$ cat src/rtl/sysref_pkg.sv
// Package: shared default limits for the SYSREF divider/delay block.
// Assumes the clock runs at twice the distribution rate (one tick = half cycle).
package sysref_pkg;
    localparam int SR_NUM_OUT  = 4;
    localparam int SR_DIV_MIN  = 8;
    localparam int SR_DIV_MAX  = 8191;
    localparam int SR_DIV_IN_W = 14;
    localparam int SR_GDLY_W   = 4;
    localparam int SR_LCYC_W   = 4;
    localparam int SR_LOC_MIN  = 3;
    localparam int SR_LOC_MAX  = 22;
endpackage

$ cat src/rtl/sysref_cfg_stage.sv
// sysref_cfg_stage: clamps the requested settings and holds the applied copy.
// The applied copy changes only on reset (defaults) or on a sampled sync pulse.
// Assumes the configuration inputs are stable at the sampling edge.
module sysref_cfg_stage #(
    parameter int NUM_OUT  = 4,
    parameter int DIV_IN_W = 14,
    parameter int CNT_W    = 13,
    parameter int DIV_MIN  = 8,
    parameter int DIV_MAX  = 8191,
    parameter int GDLY_W   = 4,
    parameter int LCYC_W   = 4,
    parameter int LT_W     = 5,
    parameter int LOC_MIN  = 3,
    parameter int LOC_MAX  = 22
) (
    input  logic                              clk,
    input  logic                              rst_n,
    input  logic                              sync,
    input  logic [DIV_IN_W-1:0]               div_cfg,
    input  logic [GDLY_W-1:0]                 gdly_cfg,
    input  logic [NUM_OUT*LCYC_W-1:0]         lcyc_cfg,
    input  logic [NUM_OUT-1:0]                lhalf_cfg,
    output logic [CNT_W-1:0]                  div_act,
    output logic [GDLY_W-1:0]                 gdly_act,
    output logic [NUM_OUT-1:0][LT_W-1:0]      lt_act
);
    localparam int RAW_W = LCYC_W + 2;

    logic [CNT_W-1:0]             div_nx;
    logic [NUM_OUT-1:0][LT_W-1:0] lt_nx;

    // Clamp the requested ratio into the legal range.
    always_comb begin
        if (div_cfg < DIV_IN_W'(DIV_MIN))
            div_nx = CNT_W'(DIV_MIN);
        else if (div_cfg > DIV_IN_W'(DIV_MAX))
            div_nx = CNT_W'(DIV_MAX);
        else
            div_nx = div_cfg[CNT_W-1:0];
    end

    // Turn each cycle field plus half bit into ticks, clamped to the legal window.
    always_comb begin
        for (int i = 0; i < NUM_OUT; i++) begin
            logic [RAW_W-1:0] raw;
            raw = {1'b0, lcyc_cfg[i*LCYC_W +: LCYC_W], 1'b0} + RAW_W'(lhalf_cfg[i]);
            if (raw < RAW_W'(LOC_MIN))
                lt_nx[i] = LT_W'(LOC_MIN);
            else if (raw > RAW_W'(LOC_MAX))
                lt_nx[i] = LT_W'(LOC_MAX);
            else
                lt_nx[i] = raw[LT_W-1:0];
        end
    end

    // Hold the applied settings; load defaults on reset, staged values on sync.
    always_ff @(posedge clk) begin
        if (!rst_n) begin
            div_act  <= CNT_W'(DIV_MIN);
            gdly_act <= '0;
            for (int i = 0; i < NUM_OUT; i++) lt_act[i] <= LT_W'(LOC_MIN);
        end else if (sync) begin
            div_act  <= div_nx;
            gdly_act <= gdly_cfg;
            lt_act   <= lt_nx;
        end
    end

    assert_ratio_legal_R3: assert property (@(posedge clk) disable iff (!rst_n)
        (div_act >= CNT_W'(DIV_MIN)) && (div_act <= CNT_W'(DIV_MAX)));

    assert_settings_hold_R7: assert property (@(posedge clk) disable iff (!rst_n)
        !sync |=> $stable(div_act) && $stable(gdly_act) && $stable(lt_act));

    // every applied local delay sits inside the tick window
    always_comb begin
        if (rst_n) begin
            for (int i = 0; i < NUM_OUT; i++) begin
                assert_ticks_window_R5: assert ((lt_act[i] >= LT_W'(LOC_MIN)) && (lt_act[i] <= LT_W'(LOC_MAX)));
            end
        end
    end
endmodule

$ cat src/rtl/sysref_div_core.sv
// sysref_div_core: shared ratio-N divider. Output is high for ceil(N/2) ticks,
// then low for floor(N/2). Reset and sync restart the count with the output low.
// Assumes N >= 2 (the staging stage guarantees N >= 8).
module sysref_div_core #(
    parameter int CNT_W = 13
) (
    input  logic             clk,
    input  logic             rst_n,
    input  logic             sync,
    input  logic [CNT_W-1:0] div_n,
    output logic             div_q
);
    logic [CNT_W-1:0] cnt;
    logic [CNT_W:0]   hi_len;
    logic             at_last;

    // Length of the high phase and the end-of-period flag.
    always_comb begin
        hi_len  = ({1'b0, div_n} + (CNT_W+1)'(1)) >> 1;
        at_last = (cnt == div_n - CNT_W'(1));
    end

    // Advance the phase counter and register the divided level.
    always_ff @(posedge clk) begin
        if (!rst_n || sync) begin
            cnt   <= '0;
            div_q <= 1'b0;
        end else begin
            cnt   <= at_last ? '0 : cnt + CNT_W'(1);
            div_q <= ({1'b0, cnt} < hi_len);
        end
    end

    assert_count_below_ratio_R2: assert property (@(posedge clk) disable iff (!rst_n)
        cnt < div_n);

    assert_rise_at_period_start_R2: assert property (@(posedge clk) disable iff (!rst_n)
        $rose(div_q) |-> (cnt == CNT_W'(1)));
endmodule

$ cat src/rtl/sysref_tap_delay.sv
// sysref_tap_delay: tapped shift line. The output equals the input delayed by
// 'sel' ticks (sel = 0 passes the input straight through). Reset and sync clear the line.
// Assumes sel <= LEN.
module sysref_tap_delay #(
    parameter int LEN   = 15,
    parameter int SEL_W = 4
) (
    input  logic             clk,
    input  logic             rst_n,
    input  logic             sync,
    input  logic [SEL_W-1:0] sel,
    input  logic             din,
    output logic             dout
);
    logic [LEN-1:0] line;

    // Shift the input along the line; clear on reset or realignment.
    always_ff @(posedge clk) begin
        if (!rst_n || sync)
            line <= '0;
        else
            line <= {line[LEN-2:0], din};
    end

    // Pick the tap that matches the requested delay.
    always_comb begin
        dout = din;
        for (int i = 0; i < LEN; i++) begin
            if (sel == SEL_W'(i + 1)) dout = line[i];
        end
    end
endmodule

$ cat src/rtl/sysref_dly_gen.sv
// sysref_dly_gen: SYSREF generator top. One shared divider feeds a global delay
// line, then one local delay line per output. Settings are staged and take
// effect on sync. Assumes sync is a synchronous single-tick pulse.
module sysref_dly_gen
    import sysref_pkg::*;
#(
    parameter int NUM_OUT  = SR_NUM_OUT,
    parameter int DIV_MIN  = SR_DIV_MIN,
    parameter int DIV_MAX  = SR_DIV_MAX,
    parameter int DIV_IN_W = SR_DIV_IN_W,
    parameter int GDLY_W   = SR_GDLY_W,
    parameter int LCYC_W   = SR_LCYC_W,
    parameter int LOC_MIN  = SR_LOC_MIN,
    parameter int LOC_MAX  = SR_LOC_MAX
) (
    input  logic                      clk,
    input  logic                      rst_n,
    input  logic                      sync,
    input  logic [DIV_IN_W-1:0]       div_cfg,
    input  logic [GDLY_W-1:0]         gdly_cfg,
    input  logic [NUM_OUT*LCYC_W-1:0] lcyc_cfg,
    input  logic [NUM_OUT-1:0]        lhalf_cfg,
    output logic [NUM_OUT-1:0]        sysref_out
);
    localparam int CNT_W   = $clog2(DIV_MAX + 1);
    localparam int LT_W    = $clog2(LOC_MAX + 1);
    localparam int GDLY_LEN = (1 << GDLY_W) - 1;

    logic [CNT_W-1:0]             div_act;
    logic [GDLY_W-1:0]            gdly_act;
    logic [NUM_OUT-1:0][LT_W-1:0] lt_act;
    logic                         div_q;
    logic                         glob_q;

    sysref_cfg_stage #(
        .NUM_OUT(NUM_OUT), .DIV_IN_W(DIV_IN_W), .CNT_W(CNT_W),
        .DIV_MIN(DIV_MIN), .DIV_MAX(DIV_MAX), .GDLY_W(GDLY_W),
        .LCYC_W(LCYC_W), .LT_W(LT_W), .LOC_MIN(LOC_MIN), .LOC_MAX(LOC_MAX)
    ) u_cfg (
        .clk(clk), .rst_n(rst_n), .sync(sync),
        .div_cfg(div_cfg), .gdly_cfg(gdly_cfg),
        .lcyc_cfg(lcyc_cfg), .lhalf_cfg(lhalf_cfg),
        .div_act(div_act), .gdly_act(gdly_act), .lt_act(lt_act)
    );

    sysref_div_core #(.CNT_W(CNT_W)) u_div (
        .clk(clk), .rst_n(rst_n), .sync(sync),
        .div_n(div_act), .div_q(div_q)
    );

    sysref_tap_delay #(.LEN(GDLY_LEN), .SEL_W(GDLY_W)) u_glob (
        .clk(clk), .rst_n(rst_n), .sync(sync),
        .sel(gdly_act), .din(div_q), .dout(glob_q)
    );

    for (genvar k = 0; k < NUM_OUT; k++) begin : g_local
        sysref_tap_delay #(.LEN(LOC_MAX), .SEL_W(LT_W)) u_loc (
            .clk(clk), .rst_n(rst_n), .sync(sync),
            .sel(lt_act[k]), .din(glob_q), .dout(sysref_out[k])
        );
    end

    assert_quiet_after_sync_R8: assert property (@(posedge clk) disable iff (!rst_n)
        ($past(sync) && $past(rst_n)) |-> (sysref_out == '0));
endmodule

$ cat config.mk
export PLATFORM = sky130hd
export DESIGN_NAME = sysref_dly_gen
export DESIGN_NICKNAME = d
export VERILOG_FILES = /design/src/rtl/sysref_pkg.sv /design/src/rtl/sysref_cfg_stage.sv /design/src/rtl/sysref_div_core.sv /design/src/rtl/sysref_tap_delay.sv /design/src/rtl/sysref_dly_gen.sv
export SDC_FILE = /design/constraint.sdc
export NUM_CORES = 1
export LEC_CHECK = 0
export BUFFER_PORTS_ARGS = -buffer_cell sky130_fd_sc_hd__clkbuf_2
export CORE_MARGIN = 3
export CORE_UTILIZATION = 45
export CTS_BUF_LIST = sky130_fd_sc_hd__clkbuf_16
export CTS_CLUSTER_SIZE = 8
export DETAILED_ROUTE_END_ITERATION = 7
export PLACE_DENSITY_LB_ADDON = 0.08
export SKIP_CTS_REPAIR_TIMING = 1
export SLEW_MARGIN = 40
export SYNTH_ARGS = -nofsm -noshare
export SYNTH_HDL_FRONTEND = slang
export SYNTH_HIERARCHICAL = 1
export SYNTH_SLANG_ARGS = --single-unit
$ cat constraint.sdc
create_clock -name clk -period 2.7 [get_ports clk]
set_input_delay 0.54 -clock clk [delete_from_list [all_inputs] [get_ports clk]]
set_output_delay 0.54 -clock clk [all_outputs]
set_load 0.03 [all_outputs]
[Yosys cells after proc, flatten, opt, wreduce, memory -nomap -nowiden]
Cells that the tools add are included.
Cells by class
  add/sub/neg operators: 7
  equality and inequality tests: 104
  $lt $le $gt $ge: 11
  reduce and logical (&&, ||, !) cells: 3
  muxes and demuxes: 113
Operators with widths (count)
  $eq A5 B4 Y1 const B: 32
  $eq A5 B5 Y1 const B: 28
  $mux W1: 103
  $eq A5 B3 Y1 const B: 16
  $eq A5 B2 Y1 const B: 8
  $mux W5: 8
  $eq A4 B4 Y1 const B: 8
  $mux W13: 2
  $add A5 B1 Y6: 4
  $gt A6 B5 Y1 const B: 4
  $lt A6 B2 Y1 const B: 4
  $eq A5 B1 Y1 const B: 4
  $eq A4 B3 Y1 const B: 4
  $add A13 B1 Y14 const B: 1
  $gt A14 B13 Y1 const B: 1
  $lt A14 B4 Y1 const B: 1
  $add A13 B1 Y13 const B: 1
  $eq A13 B13 Y1: 1
  $lt A13 B13 Y1: 1
  $sub A13 B1 Y13 const B: 1
  $eq A4 B2 Y1 const B: 2
  $eq A4 B1 Y1 const B: 1
  $reduce_or A2 Y1: 1
  $logic_not A1 Y1: 1
  $logic_or A1 B1 Y1: 1
Word-level totals
  register bits after elaboration: 154
  logic and storage cells: 251
  input port bits: 41
  output and inout port bits: 4

[Longest topological paths before layout]
  depth in word-level cells: 38
  gate-level depth with buffers: 13
  gate-level depth less buffers: 12

[Cells and area by module]
The synthesis kept the hierarchy.
Modules (own cells, without submodules)
  sysref_tap_delay (g_local[0].u_loc ...): area an instance 1019.7 µm², seq. area each 440.4 µm², cells each 108, times used 4
  sysref_cfg_stage: area an instance 1549.0 µm², seq. area each 740.7 µm², cells each 158, times used 1
  sysref_div_core: area an instance 1473.9 µm², seq. area each 280.3 µm², cells each 188, times used 1
  sysref_tap_delay (u_glob): area an instance 628.1 µm², seq. area each 300.3 µm², cells each 64, times used 1

[Worst setup path after synthesis]
Ideal clock, no wire load.
  path type: reg2out
  from: reg u_cfg.gdly_act[0]
  to: out sysref_out[0]
  data required time: 2160 ps
  stages on the path, launching flop included: 10
  buffers on the path: 1
  arrival: 2081 ps
  slack: 79 ps
  cells stage by stage: dfxtp_1 > buf_6 > mux2_4 > o22ai_1 > o221ai_1 > o31ai_1 > o22ai_1 > o31ai_2 > a211oi_1 > o21a_1
Between the ends
  cells in the longest elaborated chain, start to end: 38
  elaborated cells between the ends (all ways): 52
  classes of those cells: eq/ne: 15; mux: 37
RTL lines
  start: declaration: line sysref_cfg_stage.sv:24  | output logic [GDLY_W-1:0] gdly_act,
  start signal: assignment: line sysref_cfg_stage.sv:64  | gdly_act <= gdly_cfg;
  $eq A4 B1 Y1: line sysref_tap_delay.sv:29  | if (sel == SEL_W'(i + 1)) dout = line[i];
  $mux W1 (14 in series): line sysref_tap_delay.sv:29
  $mux W1 *: line sysref_tap_delay.sv:29
  named net glob_q: line sysref_dly_gen.sv:33  | logic glob_q;
  $mux W1 * (22 in series): line sysref_tap_delay.sv:29
  end: declaration: line sysref_dly_gen.sv:23  | output logic [NUM_OUT-1:0] sysref_out
Mark *: on every way through the listed nets, which the timed path passes. The rest lies on a longest branch.

[Worst setup path in the final report]
  from: reg u_cfg.gdly_act[0]
  to: out sysref_out[1]
Same word-level chain as after synthesis.

==> impl_results.md <==
- Peak supply drop: 455 uV
- Combinational fraction of design power: 0.130
- Die Y: 137 um
- Routed Antenna Nets: 0
- Syn Std Cell Area: 7730 um^2
- Clk buf depth: 2
- Total CTS buffers: 17
- Startpoint types: flop
- Vias/cell: 5.35
- Nets: 948
- Core Area: 16700 um^2
- Count leader, synth: dfxtp_1
- First drt pass iteration count: 5
- Synth cell count leaders: dfxtp_1, and2_1, nor2_1
- First-pass GRT wire length: 27200 um
- Async SR Flop Fraction: 0
- Final Cell Area: 8800 um^2
- GP Congestion: 0.864
- CTS Root Cell: clkbuf_16
- GR Util All Layers: 0.178
- CTS Sinks: 154
- WP data required: 2.16 ns
- Run status: complete, but fails checks
- Post-DP HPWL: 11600 um
- GRT overflow: 0
- Main area contributors after synthesis: dfxtp_1, and2_1, mux2i_1
- Die W: 137 um
- Seq/Total Area, Yosys: 0.399
- Cell count of the worst hold path: 3
- Synthesis-to-layout area growth: 13.9%
- Row cnt: 47
- Unique masters post-synth: 65
- Worst hold start: lhalf_cfg[0]
- Slew HR: 0.569
- P_sw: 1.35 mW
- RSZ-0062 raised after global routing: yes
- Routed length per instance: 14.3 um
- IO Count: 45
- Worst-path clk slew: 0.06 ns
- PwrDens: 606 nW/um^2
- Hold Path Sink: u_cfg/lt_act[0]
- Port bufs: 44
- Switching Fraction: 0.252
- Worst setup EP type: output port
- CP Max Fanout: 8
- Ys flop type: dfxtp_1
- Diodes inserted: 0
- Clock Power Share: 0.423
- Leak Pwr: 3.55 nW
- Max-cap viol count: 0
- Starting DRC count in detailed routing: 260
- DRC: 0
- Worst r2r src: u_cfg/div_act[2]
- Synth warnings: 6
- Post-synth top area share: 0.399
- Area after DPL: 8140 um^2
- R2R depth: 7
- H-tree Lvls: 4
- Internal Power: 3.99 mW
- Final Slew Violations: 0
- DR vias: 6024
- Cells after Synth: 842
- Die ar.: 18800 um^2
- Period utilisation layout: 1.10
- Clk_skew: 0.0104 ns
- Failing checks: negative setup slack
- Synth Register Bits: 154
- Synth area leader: dfxtp_1
- Largest net degree at the start of global routing: 24
- Worst Path Arrival: 2.44 ns
- Final setup margin: -0.283 ns
- Reg-to-Reg End: u_div/cnt[2]
- Hold Crit Class: primary input to flop
- FMAX: 335 MHz
- Share of cells above drive strength 1: 0.186
- Critical path class: flop to output port
- Vias in the first global route: 5763
- Worst reg-to-reg setup slack: 0.19 ns
- Filler cells: 1552
- Post-Place Cells: 1093
- Post-synth EDFFs: 0
- CTS tree: done
- Initial antenna violation count: 0
- Initial Utilization: 0.463
- Final Hold Vio Count: 0
- Post-synth net total: 898
- Total Wirelength: 16100 um
- Final cell count without fillers: 1125
- Syn_area_per_cell: 9.18 um^2
- Pre-CTS setup slack: -0.158 ns
- Share of power burned in registers: 0.447
- Total Negative Setup Slacks: -1.08 ns
- Crit path time final: 2.98 ns
- Slew @ Worst Pin: 0.644 ns
- Clk_lat worst skew: 0.42 ns
- Final Setup Violations: 4
-- critical path: stages (launching register included) --
cell	delay [ns]
dfxtp_4	0.38
mux2i_2	0.16
o2bb2ai_1	0.12
and3b_1	0.17
o31a_1	0.28
o22ai_2	0.20
buf_6	0.16
o31ai_4	0.06
a211oi_2	0.19
o21a_1	0.17
buf_6	0.13
-- cells in the final DEF (no fill, tap or decap), types with 6 or more instances in the layout --
cell type / instances
dfxtp_1: 151
mux2i_1: 30
o311a_1: 6
a31oi_1: 11
nand2b_1: 15
buf_4: 36
and2_1: 107
nor2_1: 63
nor4_1: 10
clkbuf_16: 17
ha_1: 15
o221a_2: 8
xor2_1: 15
o21ai_0: 26
nand3_1: 21
o22ai_1: 11
clkbuf_2: 40
o21ai_1: 9
inv_1: 23
a21oi_1: 39
nor2b_1: 19
xnor2_1: 18
nand2_1: 28
buf_6: 7
nand4_1: 7
nor3_1: 21
-- routing by layer --
metal  wire, um  GRT usage  part of all wire
met1       7840      0.236              0.49
met2       7440      0.281              0.46
met3        532     0.0438             0.033
met4        257     0.0643             0.016
met5          0          0                 0
-- power by group through the flow --
stage                     combinational [mW]  sequential, mW  clock (mW)
final                                  0.694            2.38        2.26
after global routing                   0.765            2.39        2.42
after CTS                              0.651            2.38        2.33
after detailed placement               0.647            2.43           0
after global placement                 0.635            2.43           0
after floorplan                        0.508            2.40           0
-- metrics by stage --
step | total power [mW] | hold WS [ns] | util
global route | 5.58 | 0.378 | 0.527
CTS | 5.36 | 0.375 | 0.521
global placement | 3.07 | 0.437 | 0.487
floorplan | 2.91 | 0.422 | -
detailed placement | 3.08 | 0.443 | 0.487
finish | 5.33 | 0.391 | 0.527
-- final cells by class --
type                    count  area [um^2]  area share
clock buffers              17          425      0.0483
clock inverters            15          136      0.0155
repair buffers             83          549      0.0624
well taps                 220          275      0.0313
multi-input cells         611         4180       0.475
flip-flops and latches    154         3090       0.351
inverters                  25          149      0.0169
-- worst max-delay path by stage --
| stage | end | slack [ns] | from | cells past startpoint |
|---|---|---|---|---|
| 5_1_grt | sysref_out[1] | -0.41 | u_cfg/gdly_act[0] | 10 |
| 3_3_place_gp | sysref_out[1] | -0.1 | u_cfg/gdly_act[0] | 10 |
| 2_1_floorplan | sysref_out[0] | 0.08 | u_cfg/gdly_act[0] | 9 |
| 6_report | sysref_out[1] | -0.28 | u_cfg/gdly_act[0] | 10 |
| 3_5_place_dp | sysref_out[3] | -0.16 | u_cfg/gdly_act[0] | 10 |
| 4_1_cts | sysref_out[3] | -0.62 | u_cfg/gdly_act[0] | 10 |
-- registers in the layout, summed over array words and instances, names as in the netlist --
name / count
u_div/cnt: 13
u_cfg/gdly_act: 4
u_cfg/lt_act: 20
u_cfg/div_act: 13
g_local.u_loc/line: 88
u_glob/line: 15
u_div/div_q: 1
-- kinds of logic (layout without fill, tap and decap cells) --
family | after synthesis | in the layout | synth area share
xor gates and xnor gates | 33 | 33 | 0.0374
muxes | 36 | 36 | 0.0479
buffers and inverters | 77 | 140 | 0.0694
adders and majority gates | 15 | 15 | 0.0243
and+or+nand+nor | 342 | 342 | 0.252
DFF | 154 | 154 | 0.399
AOI/OAI and AO/OA | 185 | 185 | 0.170
Note: power is estimated with default switching activity, not from simulation.
